--- src/rtl/dmareg_pkg.sv ---
package dmareg_pkg;
  localparam int IDX_BITS = 4;
  localparam int OFS_BITS = IDX_BITS + 2;
  localparam int BTT_BITS = 26;
  localparam int DESC_ALIGN = 6;

  localparam logic [31:0] CTRL_RESET = 32'h0001_0002;
  localparam logic [31:0] CTRL_KEEP  = 32'hFFFF_707C;

  localparam logic [IDX_BITS-1:0] IDX_CTRL = 4'd0;
  localparam logic [IDX_BITS-1:0] IDX_STAT = 4'd1;
  localparam logic [IDX_BITS-1:0] IDX_CNT  = 4'd10;

  localparam int SOFT_BIT = 2;
  localparam int SG_BIT   = 3;

  typedef struct packed {
    logic                wr;
    logic                rd;
    logic [IDX_BITS-1:0] idx;
    logic [31:0]         data;
  } regStrobe_t;
endpackage

--- src/rtl/dmareg_axil_ctrl.sv ---
module dmareg_axil_ctrl
  import dmareg_pkg::*;
(
  input  logic                clk,
  input  logic                rstN,
  input  logic                awValid,
  output logic                awReady,
  input  logic [OFS_BITS-1:0] awAddr,
  input  logic                wValid,
  output logic                wReady,
  input  logic [31:0]         wData,
  output logic                bValid,
  input  logic                bReady,
  input  logic                arValid,
  output logic                arReady,
  input  logic [OFS_BITS-1:0] arAddr,
  output logic                rValid,
  input  logic                rReady,
  output regStrobe_t          strb
);
  typedef enum logic [1:0] {S_IDLE, S_BRESP, S_RDATA} busState_t;
  busState_t state;

  logic wrAcc, rdAcc;
  logic unusedLowBits;

  assign unusedLowBits = ^{awAddr[1:0], arAddr[1:0]};

  assign wrAcc   = (state == S_IDLE) && awValid && wValid;
  assign rdAcc   = (state == S_IDLE) && arValid && !(awValid && wValid);
  assign awReady = wrAcc;
  assign wReady  = wrAcc;
  assign arReady = rdAcc;
  assign bValid  = (state == S_BRESP);
  assign rValid  = (state == S_RDATA);

  always_comb begin
    strb.wr   = wrAcc;
    strb.rd   = rdAcc;
    strb.idx  = wrAcc ? awAddr[OFS_BITS-1:2] : arAddr[OFS_BITS-1:2];
    strb.data = wData;
  end

  always_ff @(posedge clk or negedge rstN) begin
    if (!rstN) begin
      state <= S_IDLE;
    end else begin
      unique case (state)
        S_IDLE:  if (wrAcc) state <= S_BRESP; else if (rdAcc) state <= S_RDATA;
        S_BRESP: if (bReady) state <= S_IDLE;
        S_RDATA: if (rReady) state <= S_IDLE;
        default: state <= S_IDLE;
      endcase
    end
  end

  // responses hold until taken; nothing is accepted while one is open
  p_bvalid_hold_r11: assert property (@(posedge clk) disable iff (!rstN)
    bValid && !bReady |=> bValid);
  p_rvalid_hold_r11: assert property (@(posedge clk) disable iff (!rstN)
    rValid && !rReady |=> rValid);
  p_busy_noaccept_r11: assert property (@(posedge clk) disable iff (!rstN)
    (bValid || rValid) |-> !(awReady || arReady));
endmodule

--- src/rtl/dmareg_datapath.sv ---
module dmareg_datapath
  import dmareg_pkg::*;
#(
  parameter int ADDR_BITS = 64
) (
  input  logic                 clk,
  input  logic                 rstN,
  input  regStrobe_t           strb,
  input  logic                 engIdle,
  input  logic [2:0]           irqSet,
  input  logic [2:0]           dmaErrSet,
  input  logic [2:0]           sgErrSet,
  input  logic [7:0]           thrCount,
  input  logic [7:0]           dlyCount,
  output logic [31:0]          ctrlWord,
  output logic [ADDR_BITS-1:0] curDesc,
  output logic [ADDR_BITS-1:0] tailDesc,
  output logic [ADDR_BITS-1:0] srcAddr,
  output logic [ADDR_BITS-1:0] dstAddr,
  output logic [BTT_BITS-1:0]  byteCount,
  output logic                 simpleStart,
  output logic                 sgStart,
  output logic                 softRst,
  output logic [31:0]          rdData
);
  localparam bit WIDE     = (ADDR_BITS > 32);
  localparam int NUM_PTRS = 4;

  logic [31:0]          ctrlReg, ctrlNext, statWord, rdNext, hiRead;
  logic [NUM_PTRS-1:0][63:0] ptrBus;
  logic [BTT_BITS-1:0]  bttReg;
  logic [2:0]           irqPend, dmaErr, sgErr, irqClr;
  logic                 ctrlWr, softHit, sgOn, sgOffWr, tailHit;
  logic [7:0]           thrKeep;

  assign ctrlWr  = strb.wr && (strb.idx == IDX_CTRL);
  assign softHit = ctrlWr && strb.data[SOFT_BIT];
  assign sgOn    = ctrlReg[SG_BIT];
  assign sgOffWr = ctrlWr && !softHit && !strb.data[SG_BIT];

  always_comb begin
    thrKeep  = (strb.data[23:16] != 8'd0) ? strb.data[23:16] : ctrlReg[23:16];
    ctrlNext = strb.data & CTRL_KEEP;
    ctrlNext[23:16] = thrKeep;
    ctrlNext[1] = 1'b1;
  end

  always_ff @(posedge clk or negedge rstN) begin
    if (!rstN)        ctrlReg <= CTRL_RESET;
    else if (softHit) ctrlReg <= CTRL_RESET;
    else if (ctrlWr)  ctrlReg <= ctrlNext;
  end

  // Pointer registers: 0 current, 1 tail, 2 source, 3 destination
  genvar k;
  generate
    for (k = 0; k < NUM_PTRS; k++) begin : g_ptr
      localparam bit IS_DESC = (k < 2);
      localparam logic [IDX_BITS-1:0] LO_IDX = IDX_BITS'(2 + 2 * k);
      localparam logic [IDX_BITS-1:0] HI_IDX = IDX_BITS'(3 + 2 * k);
      logic [63:0] val;
      logic        allow;
      assign allow = !IS_DESC || sgOn;
      always_ff @(posedge clk or negedge rstN) begin
        if (!rstN) begin
          val <= '0;
        end else if (softHit || (IS_DESC && sgOffWr)) begin
          val <= '0;
        end else if (strb.wr && allow && strb.idx == LO_IDX) begin
          if (IS_DESC) val[31:0] <= {strb.data[31:DESC_ALIGN], {DESC_ALIGN{1'b0}}};
          else         val[31:0] <= strb.data;
        end else if (WIDE && strb.wr && allow && strb.idx == HI_IDX) begin
          val[63:32] <= strb.data;
        end
      end
      assign ptrBus[k] = val;
    end
  endgenerate

  always_ff @(posedge clk or negedge rstN) begin
    if (!rstN)                              bttReg <= '0;
    else if (softHit)                       bttReg <= '0;
    else if (strb.wr && strb.idx == IDX_CNT) bttReg <= strb.data[BTT_BITS-1:0];
  end

  always_comb begin
    irqClr = '0;
    if (strb.wr && strb.idx == IDX_STAT) irqClr = strb.data[14:12];
    if (sgOffWr) irqClr[1] = 1'b1;
  end

  always_ff @(posedge clk or negedge rstN) begin
    if (!rstN) begin
      irqPend <= '0; dmaErr <= '0; sgErr <= '0;
    end else if (softHit) begin
      irqPend <= '0; dmaErr <= '0; sgErr <= '0;
    end else begin
      irqPend <= (irqPend & ~irqClr) | irqSet;
      dmaErr  <= dmaErr | dmaErrSet;
      sgErr   <= sgErr | sgErrSet;
    end
  end

  assign tailHit = WIDE ? (strb.idx == 4'd5) : (strb.idx == 4'd4);

  always_ff @(posedge clk or negedge rstN) begin
    if (!rstN) begin
      simpleStart <= 1'b0; sgStart <= 1'b0; softRst <= 1'b0;
    end else begin
      simpleStart <= strb.wr && (strb.idx == IDX_CNT) && !sgOn;
      sgStart     <= strb.wr && sgOn && tailHit;
      softRst     <= softHit;
    end
  end

  assign statWord = {dlyCount, thrCount, 1'b0, irqPend, 1'b0, sgErr, 1'b0, dmaErr,
                     1'b1, 1'b0, engIdle, 1'b0};

  generate
    if (WIDE) begin : g_hi
      always_comb begin
        unique case (strb.idx)
          4'd3:    hiRead = ptrBus[0][63:32];
          4'd5:    hiRead = ptrBus[1][63:32];
          4'd7:    hiRead = ptrBus[2][63:32];
          default: hiRead = ptrBus[3][63:32];
        endcase
      end
    end else begin : g_nohi
      assign hiRead = '0;
    end
  endgenerate

  always_comb begin
    unique case (strb.idx)
      4'd0:                      rdNext = ctrlReg;
      4'd1:                      rdNext = statWord;
      4'd2:                      rdNext = ptrBus[0][31:0];
      4'd4:                      rdNext = ptrBus[1][31:0];
      4'd6:                      rdNext = ptrBus[2][31:0];
      4'd8:                      rdNext = ptrBus[3][31:0];
      4'd3, 4'd5, 4'd7, 4'd9:    rdNext = hiRead;
      4'd10:                     rdNext = {{(32-BTT_BITS){1'b0}}, bttReg};
      default:                   rdNext = '0;
    endcase
  end

  always_ff @(posedge clk or negedge rstN) begin
    if (!rstN)        rdData <= '0;
    else if (strb.rd) rdData <= rdNext;
  end

  assign ctrlWord  = ctrlReg;
  assign curDesc   = ptrBus[0][ADDR_BITS-1:0];
  assign tailDesc  = ptrBus[1][ADDR_BITS-1:0];
  assign srcAddr   = ptrBus[2][ADDR_BITS-1:0];
  assign dstAddr   = ptrBus[3][ADDR_BITS-1:0];
  assign byteCount = bttReg;

  p_thr_nonzero_r4: assert property (@(posedge clk) disable iff (!rstN)
    ctrlReg[23:16] != 8'd0);
  p_sgoff_ptrs_r5: assert property (@(posedge clk) disable iff (!rstN)
    !ctrlReg[SG_BIT] |-> (ptrBus[0] == 64'd0 && ptrBus[1] == 64'd0));
  p_desc_align_r6: assert property (@(posedge clk) disable iff (!rstN)
    ptrBus[0][DESC_ALIGN-1:0] == '0 && ptrBus[1][DESC_ALIGN-1:0] == '0);
  p_start_excl_r8: assert property (@(posedge clk) disable iff (!rstN)
    !(simpleStart && sgStart));
  p_sg_start_mode_r8: assert property (@(posedge clk) disable iff (!rstN)
    sgStart |-> ctrlReg[SG_BIT]);
  p_softrst_state_r2: assert property (@(posedge clk) disable iff (!rstN)
    softRst |-> (ctrlReg == CTRL_RESET && bttReg == '0 && irqPend == '0));
endmodule

--- src/rtl/dmareg_top.sv ---
module dmareg_top
  import dmareg_pkg::*;
#(
  parameter int ADDR_BITS = 64
) (
  input  logic                 clk,
  input  logic                 rstN,
  input  logic                 awValid,
  output logic                 awReady,
  input  logic [OFS_BITS-1:0]  awAddr,
  input  logic                 wValid,
  output logic                 wReady,
  input  logic [31:0]          wData,
  output logic                 bValid,
  input  logic                 bReady,
  output logic [1:0]           bResp,
  input  logic                 arValid,
  output logic                 arReady,
  input  logic [OFS_BITS-1:0]  arAddr,
  output logic                 rValid,
  input  logic                 rReady,
  output logic [31:0]          rData,
  output logic [1:0]           rResp,
  input  logic                 engIdle,
  input  logic [2:0]           irqSet,
  input  logic [2:0]           dmaErrSet,
  input  logic [2:0]           sgErrSet,
  input  logic [7:0]           thrCount,
  input  logic [7:0]           dlyCount,
  output logic [31:0]          ctrlWord,
  output logic [ADDR_BITS-1:0] curDesc,
  output logic [ADDR_BITS-1:0] tailDesc,
  output logic [ADDR_BITS-1:0] srcAddr,
  output logic [ADDR_BITS-1:0] dstAddr,
  output logic [BTT_BITS-1:0]  byteCount,
  output logic                 simpleStart,
  output logic                 sgStart,
  output logic                 softRst
);
  regStrobe_t strb;

  assign bResp = 2'b00;
  assign rResp = 2'b00;

  dmareg_axil_ctrl u_ctrl (
    .clk(clk), .rstN(rstN),
    .awValid(awValid), .awReady(awReady), .awAddr(awAddr),
    .wValid(wValid), .wReady(wReady), .wData(wData),
    .bValid(bValid), .bReady(bReady),
    .arValid(arValid), .arReady(arReady), .arAddr(arAddr),
    .rValid(rValid), .rReady(rReady),
    .strb(strb)
  );

  dmareg_datapath #(.ADDR_BITS(ADDR_BITS)) u_dp (
    .clk(clk), .rstN(rstN), .strb(strb),
    .engIdle(engIdle), .irqSet(irqSet), .dmaErrSet(dmaErrSet), .sgErrSet(sgErrSet),
    .thrCount(thrCount), .dlyCount(dlyCount),
    .ctrlWord(ctrlWord), .curDesc(curDesc), .tailDesc(tailDesc),
    .srcAddr(srcAddr), .dstAddr(dstAddr), .byteCount(byteCount),
    .simpleStart(simpleStart), .sgStart(sgStart), .softRst(softRst),
    .rdData(rData)
  );
endmodule

--- config.mk ---
export PLATFORM = sky130hd
export DESIGN_NAME = dmareg_top
export DESIGN_NICKNAME = d
export VERILOG_FILES = /design/src/rtl/dmareg_pkg.sv /design/src/rtl/dmareg_axil_ctrl.sv /design/src/rtl/dmareg_datapath.sv /design/src/rtl/dmareg_top.sv
export SDC_FILE = /design/constraint.sdc
export NUM_CORES = 1
export LEC_CHECK = 0
export ABC_AREA = 1
export BUFFER_PORTS_ARGS = -buffer_cell sky130_fd_sc_hd__buf_4
export CAP_MARGIN = 20
export CORE_ASPECT_RATIO = 1.75
export CORE_MARGIN = 5
export CORE_UTILIZATION = 40
export DETAILED_ROUTE_END_ITERATION = 16
export SLEW_MARGIN = 25
export SYNTH_ARGS = -nofsm -noshare
export SYNTH_HDL_FRONTEND = slang
export SYNTH_SLANG_ARGS = --single-unit
--- constraint.sdc ---
create_clock -name clk -period 4.2 [get_ports clk]
set_input_delay 0.84 -clock clk [delete_from_list [all_inputs] [get_ports clk]]
set_output_delay 0.84 -clock clk [all_outputs]
set_load 0.02 [all_outputs]
## Word-level counts from Yosys, hierarchy flattened

Index checks and enable logic that the tools add are counted.

- Register bits: 360
- Bits of input ports: 77
- Output and inout port bits: 358
- Logic and storage cells: 124

- Equality and inequality tests: 19
- Multiplexer cells: 34
- Bitwise logic cells: 5
- Reductions and logical operators: 47

Operators with widths:

| cell | count |
|---|---|
| 32-bit two-way mux | 14 |
| 64-bit two-way mux | 4 |
| 32-bit case mux with 8 select lines | 1 |
| 32-bit case mux with 3 select lines | 1 |
| 26-bit two-way mux | 2 |
| 2-bit nonzero test | 11 |
| 1-bit logical AND | 21 |
| 4-bit by 3-bit equality test with 1-bit output, second input constant | 4 |
| 4-bit equality test, second input constant | 3 |
| 3-bit two-way mux | 4 |
| 2-bit by 1-bit inequality test with 1-bit output, second input constant | 6 |
| 2-bit AND reduction | 5 |
| 3-bit bitwise OR | 3 |
| 4-bit by 2-bit equality test with 1-bit output, second input constant | 2 |
| 2-bit two-way mux | 4 |
| 8-bit two-way mux | 1 |
| 8-bit nonzero test | 1 |
| 2-bit case mux with 3 select lines | 1 |
| 4-bit by 1-bit equality test with 1-bit output, second input constant | 1 |
| 1-bit zero test | 4 |
| 4-bit zero test | 1 |
| 4-bit two-way mux | 1 |
| 4-bit OR reduction | 1 |
| 3-bit bitwise AND | 1 |
| other kinds (8) | 8 |

## Logic depth before layout (Yosys ltp)

- Word-level depth: 15
- Gate-level depth with buffers: 17
- Gate-level depth less buffers: 15

## Cells and area by module

A second synthesis with hierarchy kept.

- Cell total of the unflattened synthesis: 2011
- Area, all modules: 15781.4 µm²

Modules (own cells, without submodules):

| module | times used | cells an instance | area an instance (µm²) | sequential area each (µm²) |
|---|---|---|---|---|
| dmareg_datapath | 1 | 1940 | 15297.2 | 8459.4 |
| dmareg_axil_ctrl | 1 | 66 | 450.4 | 50.0 |
| dmareg_top | 1 | 5 | 33.8 | 0.0 |

## Least setup slack after synthesis

OpenSTA, ideal clock, no wires.

- Kind: input-to-output
- From: in awValid
- To: out wReady
- Arrival time: 1.830 ns
- Data required time: 3.360 ns
- Path slack: 1.530 ns
- Cell stages on the path: 6
- Buffers on the path: 2
- Cell sequence: nand2_1 -> inv_2 -> nand2_2 -> buf_6 -> clkinv_1 -> buf_4

- Cells in the longest elaborated chain, start to end: 2

Ends and longest elaborated chain:

| what | RTL line | source |
|---|---|---|
| start, declared | dmareg_top.sv:8 | `input logic awValid,` |
| 1-bit logical AND (2 in series) | dmareg_axil_ctrl.sv:29 | `assign wrAcc = (state == S_IDLE) && awValid && wValid;` |
| end, declared | dmareg_top.sv:12 | `output logic wReady,` |

Every way passes these cells.

## Worst setup path after layout

- From: reg u_ctrl.state[1]
- To: reg u_dp.g_ptr[1].val[7], in the netlist u_dp.tailDesc[7]

- Cells in the longest elaborated chain, start to end: 12
- Elaborated cells between the ends (all ways): 16
- Classes of those cells: eq/ne: 1; mux: 2; reduce/logical: 13

Ends and longest elaborated chain:

| what | RTL line | source |
|---|---|---|
| start, declared | dmareg_axil_ctrl.sv:22 | `busState_t state;` |
| start signal, assigned | dmareg_axil_ctrl.sv:46 | `state <= S_IDLE;` |
| start signal, assigned | dmareg_axil_ctrl.sv:49 | `S_IDLE: if (wrAcc) state <= S_BRESP; else if (rdAcc) state <= S_RDATA;` |
| start signal, assigned | dmareg_axil_ctrl.sv:50 | `S_BRESP: if (bReady) state <= S_IDLE;` |
| 2-bit zero test * | dmareg_axil_ctrl.sv:29 |  |
| 1-bit logical AND * (2 in series) | dmareg_axil_ctrl.sv:29 |  |
| 4-bit two-way mux | dmareg_axil_ctrl.sv:40 | `strb.idx = wrAcc ? awAddr[OFS_BITS-1:2] : arAddr[OFS_BITS-1:2];` |
| 4-bit zero test | dmareg_datapath.sv:36 | `assign ctrlWr = strb.wr && (strb.idx == IDX_CTRL);` |
| 1-bit logical AND | dmareg_datapath.sv:36 |  |
| 1-bit logical AND | dmareg_datapath.sv:37 | `assign softHit = ctrlWr && strb.data[SOFT_BIT];` |
| 1-bit zero test | dmareg_datapath.sv:39 | `assign sgOffWr = ctrlWr && !softHit && !strb.data[SG_BIT];` |
| 1-bit logical AND (2 in series) | dmareg_datapath.sv:39 |  |
| 1-bit logical OR | dmareg_datapath.sv:67 | `end else if (softHit \|\| (IS_DESC && sgOffWr)) begin` |
| 64-bit two-way mux or 2-bit nonzero test (tied branches) | -- |  |
| end signal, assigned | dmareg_datapath.sv:70 | `if (IS_DESC) val[31:0] <= {strb.data[31:DESC_ALIGN], {DESC_ALIGN{1'b0}}};` |
| end signal, assigned | dmareg_datapath.sv:71 | `else val[31:0] <= strb.data;` |
| end, declared | dmareg_datapath.sv:61 | `logic [63:0] val;` |

Mark *: on every way between the ends. The rest lies on a longest branch, timed or not.
A chain may end at the register's enable or synchronous reset.

==> impl_metrics.yaml <==
critical_path:
  r2r_cells: 12
  critPathMaxFanout: 52
  endpoint_kind: "flop"
  crit_required_ps: 4540
  path_class: "flop to flop"
  cp.arrival_ps: 3680
  cp-start-kind: "flop"
timing:
  hold_viol: 0
  fin_crit_sh_pct: 79.4
  slew_headroom_pct: 29.1
  skew_ps: 16.0
  fmax_ghz: 0.300
  min_period_ps: 3340
  rsz0062_at_grt: "false"
  slew_violations: 0
  worst_slew_pin_slew_ps: 1060
  setup_viol: 0
  finalSetupTns_ps: 0
cts:
  cts.hold.buffers_added: 0
  clock_path_buffers: 3
  clock_sinks: 340
  cts_tree: "done"
  htree_levels: 2
  numCtsBuffers: 34
  root_buffer: "clkbuf_16"
  clk-insertion-delay-late_ps: 530
  cts_setup_buffers: 0
  cts_resized: 0
  path_clk_slew_ps: 70
global_route:
  grt_pass1_wl_um: 97700
  grt_pass1_vias: 15000
  grt_max_degree: 92
  antenna_found_initial: 0
  grt_use_total_pct: 29.9
  grt-ovfl-total: 0
synth:
  ys_types: 31
  yosysTopAreaCell: "dfrtp_1"
  synth_seq_area_share_pct: 54.1
  yosysMostFrequentCell: "nand2_1"
  ys_seq_elements: 340
  synth_edf_count: 0
  synth_common_cells: "824 x nand2_1, 339 x dfrtp_1, 175 x o21ai_0, 160 x o21ai_1, 117 x nand3_1"
  synth.top_cell.area_share_pct: 54.0
  ys.flop_type: "dfrtp_1"
  syn_inst: 1981
  synth.area.top_cells: "dfrtp_1 54%, nand2_1 20%, o21ai_0 5.6%, o21ai_1 5.1%, nand3_1 3.7%"
  syn_area_um2: 15700
  yosysWarnings: 0
  synthArstFlopShare_pct: 100
  synth_area_per_cell_um2: 7.93
routing:
  drc: 0
  drt_iter0_markers: 1215
  wl_per_cell_um: 23.4
  postRouteAntennaNets: 0
  wirelength_um: 67100
  first_pass_iters: 6
  vias: 15400
  viasPerCell: 5.37
power:
  p_clk_share_pct: 23.9
  p_leak_uw: 0.0108
  pwr-share-comb_pct: 36.6
  peakVddDrop_mv: 0.459
  p_int_uw: 8050
  pwr-share-seq_pct: 39.5
  switching_share_pct: 39.8
  switching_power_uw: 5320
  p_per_area_nw_per_um2: 657
floorplan:
  dieArea_um2: 43500
  boundaryPins: 435
  core-area_um2: 39000
  die_w_um: 160
  std_cell_rows: 96
  die_h_um: 272
  start_util_pct: 40.3
cells_and_area:
  drive_gt1_share_pct: 23.8
  n_antenna_cell: 0
  fin_cells: 2868
  fillCellCount: 3708
  area_delta_synth_final_pct: 29.4
  layout.nets: 2432
placed_design:
  io_buffers: 406
  dp_cells: 2809
  place_hpwl_um: 45400
  place_congestion: 0.931
worst_hold_path:
  hold_path.class: "input pin to async pin"
run:
  cap_violations: 0
outcome:
  status: "finished clean"
final timing paths:
check                                startpoint                 to  slack, ps
worst max-delay path            u_ctrl.state[1]   u_dp.tailDesc[7]        860
worst min-delay path                       rstN     u_dp.rdData[9]        330
worst max register to register  u_ctrl.state[1]   u_dp.tailDesc[7]        860
worst min register to register  u_dp.rdData[11]    u_dp.rdData[11]        480
max in group asynchronous                  rstN  u_dp.ctrlWord[16]       2810
min in group clk                u_dp.rdData[11]    u_dp.rdData[11]        480
area by class of cell:
class | count | area [µm²] | share of cell area [%]
Tap cell | 490 | 613 | 3.01
Inverter | 98 | 374 | 1.84
Clock inverter | 7 | 93.8 | 0.461
Timing Repair Buffer | 445 | 3420 | 16.8
Clock buffer | 52 | 1070 | 5.26
Sequential cell | 340 | 8510 | 41.8
Multi-Input combinational cell | 1436 | 6260 | 30.8
cell usage in the layout (no fill, tap or decap), types with 3 or more instances in the layout:
cell type	instances
o21ai_1	160
clkbuf_16	35
a21oi_1	10
inv_2	13
nor2_4	12
nor2_1	65
buf_12	6
nand3_1	116
conb_1	24
dfrtp_1	339
nand2_2	24
clkbuf_8	13
inv_1	80
nand2_4	3
buf_4	438
o21ai_0	175
nor2_2	3
nand3b_1	9
clkinv_2	3
clkbuf_1	4
nand2_1	824
cells by family after synthesis:
family | share of synthesized area, %
buf+inv | 7.01
compound gates | 11.3
simple gates | 27.5
other cells | 0.0478
flops | 54.1
power groups by stage:
stage / clock (µW) / combinational (µW) / sequential (µW)
2_1_floorplan: 0 / 1240 / 6280
3_3_place_gp: 0 / 4850 / 5290
3_5_place_dp: 0 / 4920 / 5310
4_1_cts: 3240 / 4930 / 5260
5_1_grt: 3370 / 5240 / 5400
6_report: 3190 / 4900 / 5280
flip-flops by register name (all words and copies together) (netlist names), 3 cells and up:
| signal | flops |
|---|---|
| u_dp.irqPend | 3 |
| u_dp.ctrlWord | 24 |
| u_dp.tailDesc | 58 |
| u_dp.dstAddr | 64 |
| u_dp.sgErr | 3 |
| u_dp.srcAddr | 64 |
| u_dp.rdData | 32 |
| u_dp.dmaErr | 3 |
| u_dp.curDesc | 58 |
| u_dp.byteCount | 26 |
worst max-delay path, stage by stage (launching register included):
cell and delay (ps):
dfrtp_1 440, nor2_4 260, nand2_2 260, nand2_1 120
nand2_1 180, nand2_4 200, nor2_8 60, nand2_4 230
inv_2 120, nand2_2 170, nand2_1 90, inv_2 770
o21ai_0 240
metal layers:
| layer | wire length [µm] | global-route usage, % |
|---|---|---|
| met5 | 0 | 0 |
| met2 | 32700 | 51.2 |
| met3 | 5260 | 6.34 |
| met4 | 5160 | 19.2 |
| met1 | 23900 | 33.7 |
metrics by stage:
stage / area, µm² / power, µW / hold WS [ps] / worst slack (ps) / utilization (%)
floorplan: 15800 / 7520 / 465 / 1530 / -
global placement: 19200 / 10100 / 466 / 561 / 49.1
detailed placement: 19200 / 10200 / 467 / 472 / 49.1
CTS: 20300 / 13400 / 352 / 893 / 52.1
global route: 20300 / 14000 / 405 / 639 / 52.1
finish: 20300 / 13400 / 332 / 863 / 52.1
Power figures use the tool's default switching activity.
